[src/rtl/wdt_guard_pkg.sv]
// Package: shared widths and the configuration write record for the
// watchdog. Assumes a 3-bit period select, giving eight periods.
package wdt_guard_pkg;

    parameter int WDG_SEL_W = 3;

    typedef logic [WDG_SEL_W-1:0] wdg_sel_t;

    // One configuration write as seen by the protection sequencer.
    typedef struct packed {
        logic     we;
        logic     en;
        logic     chg;
        wdg_sel_t sel;
    } wdg_cfg_t;

endpackage

[src/rtl/wdt_unlock.sv]
// Module: write-protection sequencer. Holds the enable and the period
// select, and only lets them change through an open-then-commit sequence.
// Assumes the strap is static and that rst_n is synchronous and active low.
module wdt_unlock
    import wdt_guard_pkg::*;
#(
    parameter int WIN_CYC = 4
) (
    input  logic     clk,
    input  logic     rst_n,
    input  logic     strict,
    input  wdg_cfg_t cfg,
    output logic     en_eff,
    output wdg_sel_t sel_q,
    output logic     win_open
);

    localparam int WIN_W = $clog2(WIN_CYC + 1);

    logic             en_q;
    logic [WIN_W-1:0] win_cnt;
    logic             open_wr;
    logic             commit_wr;

    // Decode the write type: one that opens the window, or one that commits.
    always_comb begin
        open_wr   = cfg.we && cfg.chg && cfg.en;
        commit_wr = cfg.we && !cfg.chg && (win_cnt != '0);
    end

    // Enable and select registers, plus the countdown of the unlock window.
    always_ff @(posedge clk) begin
        if (!rst_n) begin
            en_q    <= strict;
            sel_q   <= '0;
            win_cnt <= '0;
        end else if (commit_wr) begin
            en_q    <= cfg.en | strict;
            sel_q   <= cfg.sel;
            win_cnt <= '0;
        end else begin
            if (cfg.we && cfg.en) begin
                en_q <= 1'b1;
            end
            if (open_wr) begin
                win_cnt <= WIN_W'(WIN_CYC);
            end else if (win_cnt != '0) begin
                win_cnt <= win_cnt - 1'b1;
            end
        end
    end

    // The strap overrides the register so strict mode can never read as off.
    always_comb begin
        en_eff   = en_q | strict;
        win_open = (win_cnt != '0);
    end

endmodule

[src/rtl/wdt_count.sv]
// Module: tick-driven timeout counter with period decode and expiry pulse.
// Assumes the tick is already a one-cycle enable in the bus clock domain.
module wdt_count
    import wdt_guard_pkg::*;
#(
    parameter int BASE_EXP = 11
) (
    input  logic     clk,
    input  logic     rst_n,
    input  logic     tick,
    input  logic     kick,
    input  logic     en,
    input  wdg_sel_t sel,
    output logic     expire
);

    localparam int NSEL  = 2 ** WDG_SEL_W;
    localparam int CNT_W = BASE_EXP + NSEL - 1;

    logic [CNT_W-1:0] cnt;
    logic [CNT_W-1:0] last_tab [NSEL];
    logic [CNT_W-1:0] last_sel;
    logic             hit;

    // One entry per select value: the last count value of that period.
    for (genvar g = 0; g < NSEL; g++) begin : g_last
        assign last_tab[g] = CNT_W'((64'(1) << (BASE_EXP + g)) - 64'(1));
    end

    // Choose the active limit and detect the expiring tick. >= also catches
    // a switch to a shorter period.
    always_comb begin
        last_sel = last_tab[sel];
        hit      = en && tick && !kick && (cnt >= last_sel);
    end

    // Count register: cleared by kick, disable or expiry, and advanced on a tick.
    always_ff @(posedge clk) begin
        if (!rst_n) begin
            cnt <= '0;
        end else if (kick || !en || hit) begin
            cnt <= '0;
        end else if (tick) begin
            cnt <= cnt + 1'b1;
        end
    end

    // Registered one-cycle expiry pulse.
    always_ff @(posedge clk) begin
        if (!rst_n) begin
            expire <= 1'b0;
        end else begin
            expire <= hit;
        end
    end

endmodule

[src/rtl/wdt_guard.sv]
// Module: top of the watchdog. Joins the write-protection sequencer with
// the timeout counter. Assumes synchronous active-low chip reset and a
// strict_mode strap that changes only while reset is held.
module wdt_guard
    import wdt_guard_pkg::*;
#(
    parameter int BASE_EXP = 11,
    parameter int WIN_CYC  = 4
) (
    input  logic       clk,
    input  logic       rst_n,
    input  logic       wd_tick,
    input  logic       kick,
    input  logic       cfg_we,
    input  logic       cfg_en,
    input  logic       cfg_chg,
    input  logic [2:0] cfg_sel,
    input  logic       strict_mode,
    output logic       sys_rst_req,
    output logic       wd_on,
    output logic       chg_open,
    output logic [2:0] period_sel
);

    wdg_cfg_t cfg_w;
    wdg_sel_t sel_w;

    // Pack the write port into the shared record.
    always_comb begin
        cfg_w.we  = cfg_we;
        cfg_w.en  = cfg_en;
        cfg_w.chg = cfg_chg;
        cfg_w.sel = cfg_sel;
    end

    wdt_unlock #(
        .WIN_CYC (WIN_CYC)
    ) u_unlock (
        .clk      (clk),
        .rst_n    (rst_n),
        .strict   (strict_mode),
        .cfg      (cfg_w),
        .en_eff   (wd_on),
        .sel_q    (sel_w),
        .win_open (chg_open)
    );

    wdt_count #(
        .BASE_EXP (BASE_EXP)
    ) u_count (
        .clk    (clk),
        .rst_n  (rst_n),
        .tick   (wd_tick),
        .kick   (kick),
        .en     (wd_on),
        .sel    (sel_w),
        .expire (sys_rst_req)
    );

    // Bring the active select out to the port.
    always_comb begin
        period_sel = sel_w;
    end

endmodule

[config.mk]
export PLATFORM = sky130hd
export DESIGN_NAME = wdt_guard
export DESIGN_NICKNAME = d
export VERILOG_FILES = /design/src/rtl/wdt_guard_pkg.sv /design/src/rtl/wdt_unlock.sv /design/src/rtl/wdt_count.sv /design/src/rtl/wdt_guard.sv
export SDC_FILE = /design/constraint.sdc
export NUM_CORES = 1
export LEC_CHECK = 0
export BUFFER_PORTS_ARGS = -buffer_cell sky130_fd_sc_hd__buf_2
export CORE_MARGIN = 5
export CORE_UTILIZATION = 50
export CTS_BUF_LIST = sky130_fd_sc_hd__clkbuf_8 sky130_fd_sc_hd__clkbuf_16
export CTS_CLUSTER_SIZE = 12
export DETAILED_ROUTE_END_ITERATION = 6
export HOLD_SLACK_MARGIN = 0.15
export PLACE_DENSITY_LB_ADDON = 0.12
export SYNTH_ARGS = -nofsm -noshare
export SYNTH_HDL_FRONTEND = slang
export SYNTH_SLANG_ARGS = --single-unit
export TNS_END_PERCENT = 100
[constraint.sdc]
create_clock -name clk -period 1.7 [get_ports clk]
set_input_delay 0.085 -clock clk [delete_from_list [all_inputs] [get_ports clk]]
set_output_delay 0.085 -clock clk [all_outputs]
set_load 0.02 [all_outputs]
### Word level (Yosys, flattened, before mapping)

Memories as Yosys holds them, arrays and structs flattened.
Cells that the tools add are included.

* register bits after elaboration: 26
* ROM bits: 144
* bits of input ports: 11
* output and inout bits: 6
* word-level logic and storage cells: 41
* memories kept: 1

* $add $sub $neg: 2
* magnitude comparators: 2
* equal/unequal tests: 1
* muxes and demuxes: 7
* bitwise gates (word level): 4
* reduce and logical (&&, ||, !) cells: 18

Memories
* (name not given): depth 8, width 18, read ports 1, clocked after Yosys merged registers in 0, wr ports 0, RTL line wdt_count.sv:33 `last_sel = last_tab[sel];`

Operators by type and width (count)
* two-way mux 18 bit: 2
* adder 18 x 1 -> 18 bit (second input constant): 1
* greater-or-equal comparator 18 bit: 1
* logical AND 1 bit: 8
* two-way mux 3 bit: 2
* greater-or-equal comparator 4 bit (second input constant): 1
* inverter 3 -> 4 bit: 1
* OR reduction 2 bit: 2
* logical NOT 1 bit: 3
* two-way mux 1 bit: 3
* != test 3 x 1 -> 1 bit (second input constant): 1
* nonzero test 3 bit: 1
* OR reduction 3 bit: 1
* subtractor 3 x 1 -> 3 bit (second input constant): 1
* logical OR 1 bit: 2
* OR 1 bit: 2
* nonzero test 2 bit: 1
* inverter 1 bit: 1

### Longest topological paths before layout

* word-level depth: 8
* mapped depth: 9
* depth with buffers taken out: 7

### Hierarchy

From an unflattened synthesis, not the netlist that was laid out.

* cell total of the unflattened synthesis: 174
* area, all modules: 1493.9 µm²

Modules (own cells, without submodules)
* wdt_count: times used 1, cells each 131, area each 1118.6 µm², sequential area each 380.4 µm²
* wdt_unlock: times used 1, cells each 43, area each 375.4 µm², sequential area each 150.1 µm²

### Worst setup path after synthesis

OpenSTA, ideal clock, no wires.

* path type: register to register
* from: register u_unlock.sel_q[2]
* to: register u_count.cnt[17]
* library setup time: 131 ps
* arrival time: 1888 ps
* required time: 1569 ps
* setup slack: -319 ps
* stages on the path, launching flop included: 10
* buffers on the path: 2
* period minus slack after synthesis: 2019 ps
* cell sequence: dfxtp_1 -> clkbuf_1 -> o21ai_0 -> ha_1 -> nand2_1 -> nor2_1 -> nand3_4 -> a21boi_4 -> buf_6 -> nor3_1

* word-level cells in the longest chain between the ends: 8

Ends and longest elaborated chain
* start, declared: RTL line wdt_unlock.sv:14 `output wdg_sel_t sel_q,`
* start signal, assigned: RTL line wdt_unlock.sv:39 `sel_q <= cfg.sel;`
* inverter 3 -> 4 bit (not written as such): RTL line wdt_count.sv:33
* memory (8 x 18 bit)
* two-way mux 18 bit (not written as such) (2 in series): RTL line wdt_count.sv:33
* greater-or-equal comparator 18 bit: RTL line wdt_count.sv:34 `hit = en && tick && !kick && (cnt >= last_sel);`
* logical AND 1 bit: RTL line wdt_count.sv:34
* logical OR 1 bit: RTL line wdt_count.sv:41 `end else if (kick || !en || hit) begin`
* OR reduction 2 bit (no source line)
* end signal, assigned: RTL line wdt_count.sv:44 `cnt <= cnt + 1'b1;`
* end, declared: RTL line wdt_count.sv:20 `logic [CNT_W-1:0] cnt;`

Every way passes these cells. The select of a mux whose other input is x is not followed.
A chain may end at the register's enable or synchronous reset.

### Worst setup path after layout

* from: register u_unlock.sel_q[2]
* to: register u_count.expire

* word-level cells in the longest chain between the ends: 6

Ends and longest elaborated chain
* inverter 3 -> 4 bit (not written as such): RTL line wdt_count.sv:33
* memory (8 x 18 bit)
* two-way mux 18 bit (not written as such) (2 in series): RTL line wdt_count.sv:33
* greater-or-equal comparator 18 bit: RTL line wdt_count.sv:34
* logical AND 1 bit: RTL line wdt_count.sv:34
* end signal, assigned: RTL line wdt_count.sv:53 `expire <= hit;`
* end, declared: RTL line wdt_count.sv:14 `output logic expire`

Every way passes these cells. The select of a mux whose other input is x is not followed.

==> summary by stage <==
Timing
In the post-route analysis, the smallest setup slack over all paths is -0.0109 ns. The number of pins exceeding their max-slew limit in the final report was 0. The minimum period implied by the final worst setup slack is 1.71 ns.

Setup repair after global routing could not meet its margin everywhere. For the final database, setup skew stands at between 0.005 and 0.006 ns. The slew at the pin with the worst max-slew slack is 0.271 ns.

Headroom to the max-slew limit came out at 0.819. Setup violations remaining at the end of the flow were counted as 5. The hold violation count in the final report is 0.

The minimum hold slack is around 0.18 ns. Based on the critical path, the design can be clocked at up to 584 MHz. Dividing the final minimum period by the clock period gives 1.01.

Yosys
The post-synth net total is 177. In the synthesized netlist, the cells that appear most often are dfxtp_1, nor3_1, nand2_1. The number of warnings reported in the yosys synthesis log is 0. The most used flip-flop cell after synthesis is dfxtp_1. The fraction of registers with async set or reset after synthesis is 0. dfxtp_1 is the most common cell in the netlist. The synthesized design contains 26 register bits. By area the synthesized netlist is led by dfxtp_1, ha_1, xor2_1. Of the synthesized area, sequential elements account for 0.374. The number of enable-type register cells in the synthesized netlist is 1. The area of the mapped netlist is 1420 µm². The gate count of the mapped netlist is 156. The dominant cell type by area after synthesis is dfxtp_1. The synthesized area divided by synthesized cell count is 9.09 µm². Of the post-synthesis cell area, the dominant cell type holds 0.353.

The number of distinct standard cells referenced by the synthesized netlist is 35.

Clock network
Counting every sink on the clock net gives 26. The number of H-tree branching levels is 1. TritonCTS built the clock tree. The clock input transition at the sequential cells of the worst setup and hold paths is 0.09 ns. Buffers inserted during clock tree synthesis total 3. The maximum buffer depth of the clock tree is 2. The later pin in the worst-skew pair is clocked with a latency of 0.27 ns. CTS placed an instance of clkbuf_8 at the clock tree root.

Setup path
In this design, the stage delay of the slowest critical-path cell is 0.40 ns. The cell type group with the largest total delay on the critical path is simple AND/OR/NAND/NOR gates. For the worst setup path, the data required time is 1.91 ns. The worst setup path is captured at a register.

For this design, the slowest cell found on the critical path is dfxtp_4. The number of buffers and inverters on the critical path is 2. Of all nets on the critical path, the largest fanout is 11.

STA classifies the critical path startpoint as a register. At the worst endpoint, the arrival time is 1.92 ns. By startpoint and endpoint, the worst setup path is classified as reg -> reg. The most numerous cell on the critical path is nand2_4. The signal on the critical path passes through buf_6 > nand2_4 > ha_4 > nand2_4 > nor2_4 > nand3_4 > a21boi_4 > buf_12 > nor2b_1.

Worst hold path
The path class of the tightest hold or removal check is in -> reg.

Global route
The number of global-route vias before repair was 1182. The pin count of the biggest net entering global routing is 20. The number of antenna violations at the first check in global routing is 0. After global routing the overflow that remains totals 0. For this run, the total global-route usage over all layers was measured as 0.157. The wire length of the first global-routing pass is 5180 µm.

Floorplan
After floorplanning, the core was divided into 19 placement rows. The region available for standard cell placement spans around 2700 µm². The initial utilization of the core area, before any placement, comes to 0.519. The area of the die is 4000 µm². Pin placement for this block handled 17 I/O pins.

The height of the die is 63.2 µm. Measured along the x axis, the die boundary spans 63.2 µm.

Run
Max-cap violations in this run came to 0.

Layout
Fill cells in the final layout number 222. The growth of design area from synthesis to finish is 36.1%. The count of nets after finishing is about 210.

In the final layout, the share of cells above drive strength 1 is 0.349. The number of antenna diodes is 0. The finished cells cover 1930 µm².

Routing
The final route contains 1206 vias. The vias per cell is roughly 5.4. The number of DRC markers in iteration 0 is 67. Dividing the detail-routed wire length by the instance count gives between 10 and 15 µm. Wires add up to 3040 µm. The count of nets left with antenna violations once routing finished came out at 0.

In the routed design, unresolved DRC markers number 0. The detailed-router iteration count before antenna repair is 4.

Power
Summed over all cells, the static leakage comes to 0.751 nW. The total chip power is ~1.4 mW. The worst supply voltage drop on vdd is a little over 0.8 mV. Power spread over the standard cell area amounts to roughly 740 nW/µm².

Place
The minimum setup slack after placement is -0.0750 ns. The placed cell area is 1610 µm². The port buffer count is 16. After legalization and detailed placement, the total HPWL measured 2150 µm. Routability-driven placement finished with a final weighted congestion of 0.844.

Status
The final reports fail on negative setup slack. The flow ran to the end, but the final reports show violations.
==> placed cells by master, fill, tap and decap left out, drive strengths merged <==
cell type,netlist,layout
nand4b,1,1
and4,1,1
a21oi,9,9
nand3b,2,2
a21boi,1,1
dlygate4sd3,0,9
nand2,12,12
o211ai,1,1
edfxtp,1,1
nor3,18,18
a211oi,1,1
o21ai,3,3
clkbuf,2,3
dfxtp,25,25
nand4,7,7
xnor2,5,5
nor2,11,11
nor2b,5,5
mux2i,4,4
ha,10,10
buf,3,28
nand2b,5,5
a21o,1,1
and3,1,1
xor2,11,11
nand3,11,11
inv,4,5
or2,1,1
==> sequential cells by signal, summed over array words and instances, names as in the netlist <==
register,count
u_count.cnt,18
u_unlock.en_q,1
u_count.expire,1
u_unlock.win_cnt,3
u_unlock.sel_q,3
==> what timing repair did <==
action	CTS	global route
pin swaps	2	2
buffers inserted	3	1
endpoints found under the hold margin	9	0
hold buffers	9	0
resized for setup	6	21
setup endpoints to repair	16	19
==> metal layers <==
layer  up-vias  track usage  wire, µm
met3         3       0.0284        83
met5         -            0         0
met1       573        0.199      1410
met4         0       0.0468        29
li1        619            -         -
met2        11        0.268      1510
==> final timing paths <==
check	slack (ns)	to	cells past startpoint	start
setup / recovery	-0.01	u_count.expire	9	u_unlock.sel_q[2]
hold / removal	0.18	u_unlock.win_cnt[0]	4	cfg_chg
setup reg to reg	-0.01	u_count.expire	9	u_unlock.sel_q[2]
hold reg to reg	0.51	u_unlock.win_cnt[1]	2	u_unlock.win_cnt[1]
==> power by group <==
| group | internal, mW | switching, mW |
|---|---|---|
| registers | 0.656 | 0.0392 |
| logic | 0.183 | 0.208 |
| clock network | 0.162 | 0.185 |
| total | 1.00 | 0.433 |
==> worst reg2reg max path, delay by kind of cell (launching register included) <==
| family | cells | cell delay (ns) |
|---|---|---|
| flops | 1 | 0.40 |
| simple gates | 5 | 0.48 |
| fa+ha+maj | 1 | 0.27 |
| buf+inv | 2 | 0.29 |
| compound gates | 1 | 0.21 |
==> cells by family after synthesis <==
| group | count (synthesis) | synth area share |
|---|---|---|
| simple gates | 75 | 0.305 |
| buf+inv | 9 | 0.0309 |
| xor+xnor | 16 | 0.0988 |
| flops | 26 | 0.374 |
| fa+ha+maj | 10 | 0.0883 |
| compound gates | 16 | 0.0741 |
| mux | 4 | 0.0282 |
==> final cells by class <==
class,count,area [µm²],share of cell area
tap,31,38.8,0.0201
sequential,26,542,0.281
clock buffer,3,41.3,0.0214
multi-input combinational,121,1010,0.521
inverter,4,17.5,0.00908
timing repair buffer,37,280,0.145
clock inverter,1,3.75,0.00195
==> metrics by stage <==
step                std cells  utilization  setup TNS, ns
detailed placement        206        0.588          -1.04
global placement          206        0.588         -0.169
CTS                       222        0.659              0
finish                    223        0.706        -0.0231
global route              223        0.706          -1.16
floorplan                 156            -         -0.205
No activity file was read; power rests on OpenSTA's default activity.
